$ cat config.mk
export PLATFORM = sky130hd
export DESIGN_NAME = vid_ref_fmt
export DESIGN_NICKNAME = d
export VERILOG_FILES = /design/src/rtl/vrf_pkg.sv /design/src/rtl/vrf_line_ctr.sv /design/src/rtl/vrf_seg_dec.sv /design/src/rtl/vrf_out_stage.sv /design/src/rtl/vid_ref_fmt.sv
export SDC_FILE = /design/constraint.sdc
export NUM_CORES = 1
export LEC_CHECK = 0
export BUFFER_PORTS_ARGS = -buffer_cell sky130_fd_sc_hd__clkbuf_2
export CORE_AREA = 5 5 74 104
export CTS_CLUSTER_DIAMETER = 80
export DETAILED_ROUTE_END_ITERATION = 12
export DIE_AREA = 0 0 79 109
export GPL_TIMING_DRIVEN = 0
export HOLD_SLACK_MARGIN = 0.1
export PLACE_DENSITY = 0.77
export SYNTH_ARGS = -nofsm -noshare
export SYNTH_HDL_FRONTEND = slang
export SYNTH_SLANG_ARGS = --single-unit
$ cat constraint.sdc
create_clock -name clk -period 3.85 [get_ports clk]
set_input_delay 0.1925 -clock clk [delete_from_list [all_inputs] [get_ports clk]]
set_output_delay 0.1925 -clock clk [all_outputs]
set_load 0.05 [all_outputs]
$ cat src/rtl/vrf_pkg.sv
package vrf_pkg;
  localparam int BYTE_W   = 8;
  localparam int MARK_LEN = 4;

  typedef enum logic [1:0] {
    SEG_BLANK = 2'd0,
    SEG_SAV   = 2'd1,
    SEG_ACT   = 2'd2,
    SEG_EAV   = 2'd3
  } seg_t;

  // Status byte of a timing reference, with its protection bits
  function automatic logic [BYTE_W-1:0] ref_word(input logic f, input logic v, input logic h);
    return {1'b1, f, v, h, v ^ h, f ^ h, f ^ v, f ^ v ^ h};
  endfunction

  // Keep payload away from the preamble values
  function automatic logic [BYTE_W-1:0] clamp_byte(input logic [BYTE_W-1:0] d);
    if (d == 8'hFF) return 8'hFE;
    if (d == 8'h00) return 8'h01;
    return d;
  endfunction
endpackage

$ cat src/rtl/vrf_line_ctr.sv
module vrf_line_ctr #(
  parameter int CW = 12
) (
  input  logic          clk,
  input  logic          rst,
  input  logic [CW-1:0] line_len,
  output logic [CW-1:0] cnt
);
  logic [CW-1:0] last_cnt;
  assign last_cnt = line_len - CW'(1);

  always_ff @(posedge clk) begin
    if (rst) begin
      cnt <= '0;
    end else if (cnt >= last_cnt) begin
      cnt <= '0;
    end else begin
      cnt <= cnt + CW'(1);
    end
  end
endmodule

$ cat src/rtl/vrf_seg_dec.sv
module vrf_seg_dec
  import vrf_pkg::*;
#(
  parameter int CW         = 12,
  parameter int RW         = 8,
  parameter int ACTIVE_LEN = 1440
) (
  input  logic [CW-1:0] cnt,
  input  logic [CW-1:0] sav_pos,
  input  logic          raw_mode,
  input  logic [RW-1:0] raw_start,
  input  logic [RW-1:0] raw_stop,
  output seg_t          seg,
  output logic [1:0]    idx
);
  localparam int            PADW     = CW - RW - 2;
  localparam logic [CW-1:0] FIX_SPAN = CW'(ACTIVE_LEN + MARK_LEN);
  localparam logic [CW-1:0] MLEN     = CW'(MARK_LEN);

  logic [CW-1:0] raw_sav, raw_eav;
  logic [CW-1:0] sav_at, act_at, eav_at, blk_at;

  generate
    if (PADW > 0) begin : g_pad
      assign raw_sav = {{PADW{1'b0}}, raw_start, 2'b00};
      assign raw_eav = {{PADW{1'b0}}, raw_stop, 2'b00};
    end else begin : g_nopad
      assign raw_sav = {raw_start[CW-3:0], 2'b00};
      assign raw_eav = {raw_stop[CW-3:0], 2'b00};
    end
  endgenerate

  always_comb begin
    sav_at = raw_mode ? raw_sav : sav_pos;
    eav_at = raw_mode ? raw_eav : sav_pos + FIX_SPAN;
    act_at = sav_at + MLEN;
    blk_at = eav_at + MLEN;
    seg    = SEG_BLANK;
    idx    = 2'd0;
    if (cnt >= sav_at && cnt < act_at) begin
      seg = SEG_SAV;
      idx = cnt[1:0] - sav_at[1:0];
    end else if (cnt >= act_at && cnt < eav_at) begin
      seg = SEG_ACT;
    end else if (cnt >= eav_at && cnt < blk_at) begin
      seg = SEG_EAV;
      idx = cnt[1:0] - eav_at[1:0];
    end
  end
endmodule

$ cat src/rtl/vrf_out_stage.sv
module vrf_out_stage
  import vrf_pkg::*;
(
  input  logic              clk,
  input  logic              rst,
  input  seg_t              seg,
  input  logic [1:0]        idx,
  input  logic              test_bypass,
  input  logic [BYTE_W-1:0] adc_byte,
  input  logic [BYTE_W-1:0] pay_data,
  input  logic              pay_valid,
  input  logic              fld_in,
  input  logic              vblk_in,
  output logic [BYTE_W-1:0] vout
);
  logic [1:0]        fv_q;   // {F, V}
  logic              blk_ph; // 0 -> 80h next, 1 -> 10h next
  logic [BYTE_W-1:0] nxt;

  always_comb begin
    nxt = 8'h00;
    unique case (seg)
      SEG_SAV, SEG_EAV: begin
        if (idx == 2'd0)      nxt = 8'hFF;
        else if (idx == 2'd3) nxt = ref_word(fv_q[1], fv_q[0], seg == SEG_EAV);
        else                  nxt = 8'h00;
      end
      SEG_ACT:   nxt = pay_valid ? clamp_byte(pay_data) : 8'h00;
      default:   nxt = blk_ph ? 8'h10 : 8'h80;
    endcase
  end

  always_ff @(posedge clk) begin
    if (rst) begin
      vout   <= 8'h10;
      fv_q   <= 2'b01;
      blk_ph <= 1'b0;
    end else begin
      vout <= test_bypass ? adc_byte : nxt;
      if (seg == SEG_EAV && idx == 2'd0) fv_q <= {fld_in, vblk_in};
      if (seg == SEG_EAV)                blk_ph <= 1'b0;
      else if (seg == SEG_BLANK)         blk_ph <= ~blk_ph;
    end
  end
endmodule

$ cat src/rtl/vid_ref_fmt.sv
module vid_ref_fmt
  import vrf_pkg::*;
#(
  parameter int CW         = 12,
  parameter int RW         = 8,
  parameter int ACTIVE_LEN = 1440
) (
  input  logic          clk,
  input  logic          rst,
  input  logic [CW-1:0] line_len,
  input  logic [CW-1:0] sav_pos,
  input  logic          raw_mode,
  input  logic [RW-1:0] raw_start,
  input  logic [RW-1:0] raw_stop,
  input  logic          test_bypass,
  input  logic [7:0]    adc_byte,
  input  logic          fld_in,
  input  logic          vblk_in,
  input  logic [7:0]    pay_data,
  input  logic          pay_valid,
  output logic [7:0]    vout
);
  logic [CW-1:0] cnt;
  seg_t          seg;
  logic [1:0]    idx;

  vrf_line_ctr #(.CW(CW)) u_ctr (
    .clk(clk), .rst(rst), .line_len(line_len), .cnt(cnt)
  );

  vrf_seg_dec #(.CW(CW), .RW(RW), .ACTIVE_LEN(ACTIVE_LEN)) u_dec (
    .cnt(cnt), .sav_pos(sav_pos), .raw_mode(raw_mode),
    .raw_start(raw_start), .raw_stop(raw_stop), .seg(seg), .idx(idx)
  );

  vrf_out_stage u_out (
    .clk(clk), .rst(rst), .seg(seg), .idx(idx), .test_bypass(test_bypass),
    .adc_byte(adc_byte), .pay_data(pay_data), .pay_valid(pay_valid),
    .fld_in(fld_in), .vblk_in(vblk_in), .vout(vout)
  );
endmodule

==> impl_metrics.json, run 1 <==
{
  "status": "complete, but fails checks",
  "violations": "setup timing",
  "cp_top_family": "compound AO/OA/AOI/OAI gates",
  "tritoncts.num_buffers": 3,
  "place_area_um2": 3750,
  "rsz0062_at_grt": "yes",
  "synth_nets": 533,
  "post_drt_wl_per_cell_um": 16.4,
  "final-setup-viol-count": 1,
  "htreeDepth": 1,
  "fin_skew_ns": 0.00656,
  "ys_warn_count": 0,
  "route.detailed.drc": 0,
  "ys.flop_type": "dfxtp_1",
  "fin_ws_ns": -0.0470,
  "cts_root_buffer": "clkbuf_8",
  "ys_async_sr_fraction_pct": 0,
  "diodes": 0,
  "io_pins": 71,
  "start_kind": "input port",
  "syn_to_final_growth_pct": 28.8,
  "leakage_nw": 1.99,
  "crit_end": "u_out.vout[2]$_SDFF_PP0_",
  "ys_ff_latch": 23,
  "crit_path_top_delay_cell": "or4_4",
  "vias": 3375,
  "end_kind": "flip-flop",
  "hold_viol_final": 0,
  "max_stage_delay_ns": 0.56,
  "wl_met2_um": 5240,
  "ir_drop_v": 0.000126,
  "antenna_found_initial": 0,
  "fin_tns_setup_ns": -0.0470,
  "met3_length_um": 435,
  "period_needed_ns": 3.90,
  "clk_pin_slew_ns": 0.09,
  "dp_hpwl_um": 7010,
  "max_freq_ghz": 0.257,
  "postLayoutCoreUtil_pct": 63.3,
  "grt_pass1_wl_um": 15100,
  "dr.max_layer_used": "met4",
  "crit_top_cell": "a21o_1",
  "crit_buf_inv": 4,
  "die_h_um": 109,
  "syn_area_per_cell_um2": 8.08,
  "reg2reg_from": "u_ctr.cnt[0]$_SDFF_PP0_",
  "holdWs_ns": 0.123,
  "row_count": 36,
  "die_w_um": 79,
  "start_util_pct": 49.1,
  "syn-instance-count": 408,
  "synth_edf_count": 0,
  "overflow": 0,
  "cp_max_fo": 6,
  "die-area_um2": 8610,
  "drive_gt1_share_pct": 29.7,
  "first_global_vias": 3410,
  "grt_max_degree": 14,
  "clk_latency_ns": 0.27,
  "r2r_cells": 14,
  "cts.sinks": 23,
  "cp_cell_sequence": "clkbuf_8 > ha_4 > a21o_1 > buf_6 > xnor2_2 > nor2_1 > a21oi_2 > or4_4 > nor2_4 > xor2_2 > ha_1 > a21o_1 > a21o_1 > a21oi_2 > o221ai_4 > o21bai_4 > nor2b_4 > inv_1 > ha_4 > buf_4 > o31ai_4 > a221oi_2",
  "worstMarginPinSlew_ns": 0.591,
  "grt_usage_pct": 21.3,
  "routedLengthMet1_um": 3630,
  "ys_seq_area_share_pct": 14.0,
  "yosysUniqueCellTypes": 59,
  "p_per_area_nw_per_um2": 172,
  "cts_tree": "yes",
  "worstPathRequired_ns": 3.98,
  "timing.rr.end": "u_out.vout[2]$_SDFF_PP0_",
  "cp_num_cells": 22,
  "regToRegSetupSlack_ns": 0.57,
  "cts_buffer_depth": 2,
  "vias_per_cell": 5.84,
  "report.power.total_w": 0.000732,
  "layout.nets": 628,
  "arrival_ns": 4.03,
  "gp_congestion": 0.855,
  "max_slew_margin_pct": 59.5,
  "drv_cap": 0,
  "final_cell_area_um2": 4250,
  "routed_wl_um": 9470,
  "final_antenna_net_count": 0,
  "first_pass_iters": 4,
  "drt_iter0_markers": 369,
  "hold_class": "input port to flip-flop",
  "period_share_pct": 101,
  "core_um2": 6710,
  "io_buffers": 69,
  "drv_slew": 0,
  "path_class": "input port to flip-flop",
  "syn_area_um2": 3300,
  "cp-startpoint": "sav_pos[3]"
}
how the worst min path moves through the flow:
stage	start	endpoint	slack, ns	cells after the start
2_1_floorplan	rst	u_ctr.cnt[0]$_SDFF_PP0_	0.28	1
3_3_place_gp	vblk_in	u_out.fv_q[0]$_SDFFE_PP1P_	0.40	2
3_5_place_dp	vblk_in	u_out.fv_q[0]$_SDFFE_PP1P_	0.40	2
4_1_cts	vblk_in	u_out.fv_q[0]$_SDFFE_PP1P_	0.13	2
5_1_grt	vblk_in	u_out.fv_q[0]$_SDFFE_PP1P_	0.12	2
6_report	vblk_in	u_out.fv_q[0]$_SDFFE_PP1P_	0.12	2
metal layers:
metal / GRT usage, % / vias up
met5: 0 / -
met2: 41.3 / 92
met1: 23.9 / 1596
met3: 1.90 / 18
li1: - / 1669
met4: 7.00 / 0
final cells by class:
class                           count  area [um2]
Fill cell                         551        2460
Clock buffer                        3        41.3
Multi-Input combinational cell    350        2940
Inverter                           23        86.3
Clock inverter                      1        5.00
Timing Repair Buffer               90         536
Sequential cell                    23         460
Tap cell                           76        95.1
Buffer                             12        81.3
power breakdown:
| part | total (W) | internal (W) | switching, W |
|---|---|---|---|
| registers | 0.000254 | 0.000246 | 0.00000738 |
| logic | 0.000326 | 0.000142 | 0.000184 |
| clock network | 0.000152 | 0.0000723 | 0.0000800 |
Yosys cell counts, drive strengths merged, types with 2 or more instances:
library cell,count,area share [%]
a211o,2,0.53
a211oi,5,1.4
a21boi,2,0.46
a21o,6,1.4
a21oi,46,7.5
a221oi,4,1.6
a31oi,3,0.57
and2,4,0.76
and3,7,1.3
buf,5,1.2
clkbuf,7,0.83
dfxtp,23,14
ha,61,23
inv,23,2.6
mux2i,13,3.9
nand2,32,3.6
nand2b,11,2.1
nand3,10,1.5
nand3b,4,0.91
nand4,10,1.9
nor2,23,2.6
nor2b,6,1.1
nor3,9,1.5
nor3b,4,1.1
nor4,7,1.5
o211ai,2,0.46
o21ai,13,2.0
o21bai,2,0.80
o22ai,2,0.38
o31ai,2,0.46
or3,2,0.38
or4,3,0.80
xnor2,26,6.9
xor2,18,4.8
metrics by stage:
step           setup WS (ns)  std cells
3_5_place_dp          -0.629        553
3_3_place_gp          -0.509        553
6_report             -0.0470        578
5_1_grt               -0.187        578
4_1_cts             -0.00155        568
2_1_floorplan       -0.00538        408
what timing repair did:
item	CTS	global route
hold buffers	0	0
pin swaps	16	17
endpoints found under the setup margin	10	10
buffers inserted	10	10
cloned	1	0
resized for setup	34	23
cells by family (layout without fill, tap and decap cells):
kind of cell | Yosys count | after routing | share of synthesized area (%)
simple gates | 135 | 135 | 22.2
compound gates | 96 | 96 | 19.9
fa+ha+maj | 62 | 62 | 23.7
xor+xnor | 44 | 44 | 11.7
buf+inv | 35 | 129 | 4.63
flops | 23 | 23 | 14.0
mux | 13 | 13 | 3.95
registers in the layout, summed over array words and instances (netlist names):
| name | count |
|---|---|
| u_ctr.cnt | 12 |
| u_out.vout | 8 |
| u_out.fv_q | 2 |
| u_out.blk_ph | 1 |
worst reg2reg max path, stage by stage (launching register included):
cell and delay, ns:
dfxtp_1 0.38, inv_1 0.09, ha_1 0.21, fa_1 0.46, nand3b_1 0.21, a211oi_1 0.22, a2111o_1 0.25, o221ai_4 0.17
o21bai_4 0.18, nor2b_4 0.21, inv_1 0.09, ha_4 0.19, buf_4 0.14, o31ai_4 0.27, a221oi_2 0.09
placed cells by master, fill, tap and decap left out, types with 7 or more instances in the layout:
| cell | n |
|---|---|
| a21oi_1 | 39 |
| and3_1 | 7 |
| buf_4 | 21 |
| clkbuf_2 | 68 |
| dfxtp_1 | 23 |
| ha_1 | 57 |
| inv_1 | 23 |
| mux2i_1 | 7 |
| nand2_1 | 32 |
| nand2b_1 | 11 |
| nand3_1 | 10 |
| nand4_1 | 10 |
| nor2_1 | 22 |
| o21ai_0 | 10 |
| xnor2_1 | 25 |
| xor2_1 | 17 |
(Power assumes the default switching activity.)
==> run 2, diff against run 1 <==
--- a/config.mk
+++ b/config.mk
@@ -5,14 +5,15 @@
 export SDC_FILE = /design/constraint.sdc
 export NUM_CORES = 1
 export LEC_CHECK = 0
+export ABC_AREA = 1
 export BUFFER_PORTS_ARGS = -buffer_cell sky130_fd_sc_hd__clkbuf_2
-export CORE_AREA = 5 5 74 104
+export CORE_AREA = 2 2 74 104
 export CTS_CLUSTER_DIAMETER = 80
 export DETAILED_ROUTE_END_ITERATION = 12
-export DIE_AREA = 0 0 79 109
+export DIE_AREA = 0 0 76 106
 export GPL_TIMING_DRIVEN = 0
 export HOLD_SLACK_MARGIN = 0.1
-export PLACE_DENSITY = 0.77
+export PLACE_DENSITY = 0.78
 export SYNTH_ARGS = -nofsm -noshare
 export SYNTH_HDL_FRONTEND = slang
 export SYNTH_SLANG_ARGS = --single-unit
==> run 2 against run 1 <==
Net effect: the run now ends clean; final cell count is 27% higher; synthesized cell count is 36% higher; via count is 11% higher; setup slack better by 0.32 ns; sequential cell count unchanged; clock-buffer cell count is 1 higher; maximum frequency up 8.9%; register-to-register slack better by 0.15 ns; synthesized area up 10%; utilization decreased by 4.3 points.
==> impl_metrics.json, run 2 <==
{
  "synth_edf_count": 0,
  "worstMarginPinSlew_ns": 0.428,
  "period_share_pct": 93.0,
  "p_per_area_nw_per_um2": 166,
  "start_util_pct": 50.7,
  "p_int_w": 0.000439,
  "largest_reg_flops": 12,
  "max_slew_margin_pct": 71.4,
  "grtUsageMet1_pct": 24.2,
  "p_sw_w": 0.000264,
  "p_sw_share_pct": 37.6,
  "pwr-share-seq_pct": 36.1,
  "power.share.clock_pct": 21.3,
  "max_stage_delay_ns": 0.28,
  "met3_usage_pct": 1.44,
  "combPwrFrac_pct": 42.6,
  "syn_to_final_growth_pct": 16.4,
  "cts.sinks": 23,
  "fin_skew_ns": 0.00537,
  "ys_warn_count": 0,
  "synth_area_leaders": "ha_1 (21%), nand2_1 (13%), dfxtp_1 (13%), inv_1 (8.4%), nor2_1 (5.7%)",
  "hold_class": "input port to flip-flop",
  "yosys.area.top_type": "ha_1",
  "grt_max_degree": 13,
  "synth_most_common_cell": "nand2_1",
  "clk_latency_ns": 0.26,
  "grt_pass1_wl_um": 15400,
  "die-area_um2": 8060,
  "htreeDepth": 1,
  "diodes": 0,
  "syn_area_um2": 3640,
  "hold_viol_final": 0,
  "io_pins": 71,
  "route.detailed.drc": 0,
  "start_kind": "input port",
  "first_pass_iters": 5,
  "gp_congestion": 0.928,
  "path_class": "input port to flip-flop",
  "arrival_ns": 3.78,
  "syn-instance-count": 555,
  "dp_hpwl_um": 7390,
  "top_regs": "u_ctr.cnt: 12 flops, u_out.vout: 8 flops, u_out.fv_q: 2 flops",
  "drv_slew": 0,
  "row_count": 37,
  "grt_busiest_layer": "met2",
  "cp_max_fo": 10,
  "max_freq_ghz": 0.279,
  "core_um2": 7180,
  "layout.nets": 761,
  "io_buffers": 70,
  "drive_gt1_share_pct": 21.6,
  "yosysUniqueCellTypes": 43,
  "synth_nets": 680,
  "period_needed_ns": 3.58,
  "holdWs_ns": 0.149,
  "cts_hold_repair.buffers": 0,
  "synth_common_cells": "nand2_1 (130), inv_1 (81), ha_1 (61)",
  "clk_pin_slew_ns": 0.08,
  "leakage_nw": 2.32,
  "ys_ff_latch": 23,
  "worstPathRequired_ns": 4.05,
  "vias": 3751,
  "ir_drop_v": 0.000135,
  "final-setup-viol-count": 0,
  "max_flop_register": "u_ctr.cnt",
  "drt_iter0_markers": 109,
  "drv_cap": 0,
  "crit_path_top_delay_cell": "a21oi_1",
  "ys_seq_area_share_pct": 12.7,
  "ys_async_sr_fraction_pct": 0,
  "antenna_found_initial": 0,
  "dp_slack_ns": -0.130,
  "grt_usage_pct": 22.8,
  "use_met2_pct": 46.6,
  "status": "finished, final reports clean",
  "die_h_um": 106,
  "layout_commonest_cell": "nand2_1",
  "final_antenna_net_count": 0,
  "syn_area_per_cell_um2": 6.55,
  "die_w_um": 76,
  "cts_buffer_depth": 2,
  "tritoncts.num_buffers": 3,
  "first_global_vias": 3748,
  "mostFrequentLayoutCells": "nand2_1 (129), inv_1 (81), clkbuf_2 (70)",
  "vias_per_cell": 5.12,
  "ys.flop_type": "dfxtp_1",
  "end_kind": "flip-flop",
  "cts_root_buffer": "clkbuf_8",
  "cts_tree": "yes",
  "yosys.area.top_type_share_pct": 21.0,
  "routed_wl_um": 8750,
  "overflow": 0,
  "fin_ws_ns": 0.271,
  "post_drt_wl_per_cell_um": 12.0
}
run 2: cell types whose count changed after synthesis, moves of 7 or more:
cell	change
o21ai_0	+8
nor2_1	+32
xnor2_1	-12
a21oi_1	-20
inv_1	+58
nand2b_1	-11
mux2i_1	-13
nand3_1	+22
and3_1	-7
nand2_1	+98
run 2: through the flow:
stage               TNS, ns  area [um2]  power, W  utilization [%]  instances
detailed placement   -0.544        4110  0.000554             57.3        722
CTS                       0        4150  0.000705             57.9        726
finish                    0        4240  0.000703             59.0        732
global route        -0.0152        4240  0.000766             59.0        732
global placement    -0.0505        4110  0.000541             57.3        722
floorplan                 0        3640  0.000462                -        555
run 2: what timing repair did:
| item | in CTS | in global routing |
|---|---|---|
| setup buffers | 0 | 6 |
| setup endpoints to repair | 0 | 8 |
| gates resized for setup | 0 | 10 |
run 2: layout make-up:
type / instances / area [um2]
sequential: 23 / 460
clock buffer: 4 / 45.0
tap: 97 / 121
timing repair buffer: 76 / 395
buffer: 6 / 55.1
multi-input combinational: 441 / 2840
inverter: 85 / 319
fill: 696 / 2940
run 2: worst paths after layout:
path,startpoint,endpoint,slack [ns],depth (start not counted)
max,raw_mode,u_out.vout[0]$_SDFF_PP0_,0.27,30
min,adc_byte[4],u_out.vout[4]$_SDFF_PP1_,0.15,3
max reg2reg,u_ctr.cnt[0]$_SDFF_PP0_,u_out.vout[0]$_SDFF_PP0_,0.72,21
min reg2reg,u_ctr.cnt[0]$_SDFF_PP0_,u_ctr.cnt[0]$_SDFF_PP0_,0.46,1
run 2: per-layer routing:
metal | share of wire [%] | vias to the layer above
li1 | - | 1959
met1 | 41 | 1719
met2 | 55 | 61
met3 | 2.4 | 12
met4 | 1.7 | 0
met5 | 0 | -
run 2: critical path, delay by kind of cell:
family | cells | cell delay (ns)
AO/OA/AOI/OAI | 2 | 0.40
XOR/XNOR | 1 | 0.15
adder cells (fa/ha/maj) | 3 | 0.75
buffers and inverters | 8 | 0.70
AND/OR/NAND/NOR | 16 | 1.60
run 2: cells by family after synthesis:
group / count (synthesis) / share of synthesized area [%]
AO/OA/AOI/OAI: 66 / 11.2
XOR/XNOR: 35 / 8.43
adder cells (fa/ha/maj): 62 / 21.5
buffers and inverters: 91 / 10.3
flip-flops: 23 / 12.7
AND/OR/NAND/NOR: 278 / 35.8
run 2: power by group through the flow:
stage	logic [W]	clock network, W	registers (W)
6_report	0.000300	0.000150	0.000254
5_1_grt	0.000346	0.000165	0.000255
4_1_cts	0.000296	0.000154	0.000254
3_5_place_dp	0.000295	0	0.000260
3_3_place_gp	0.000282	0	0.000259
2_1_floorplan	0.000185	0	0.000276
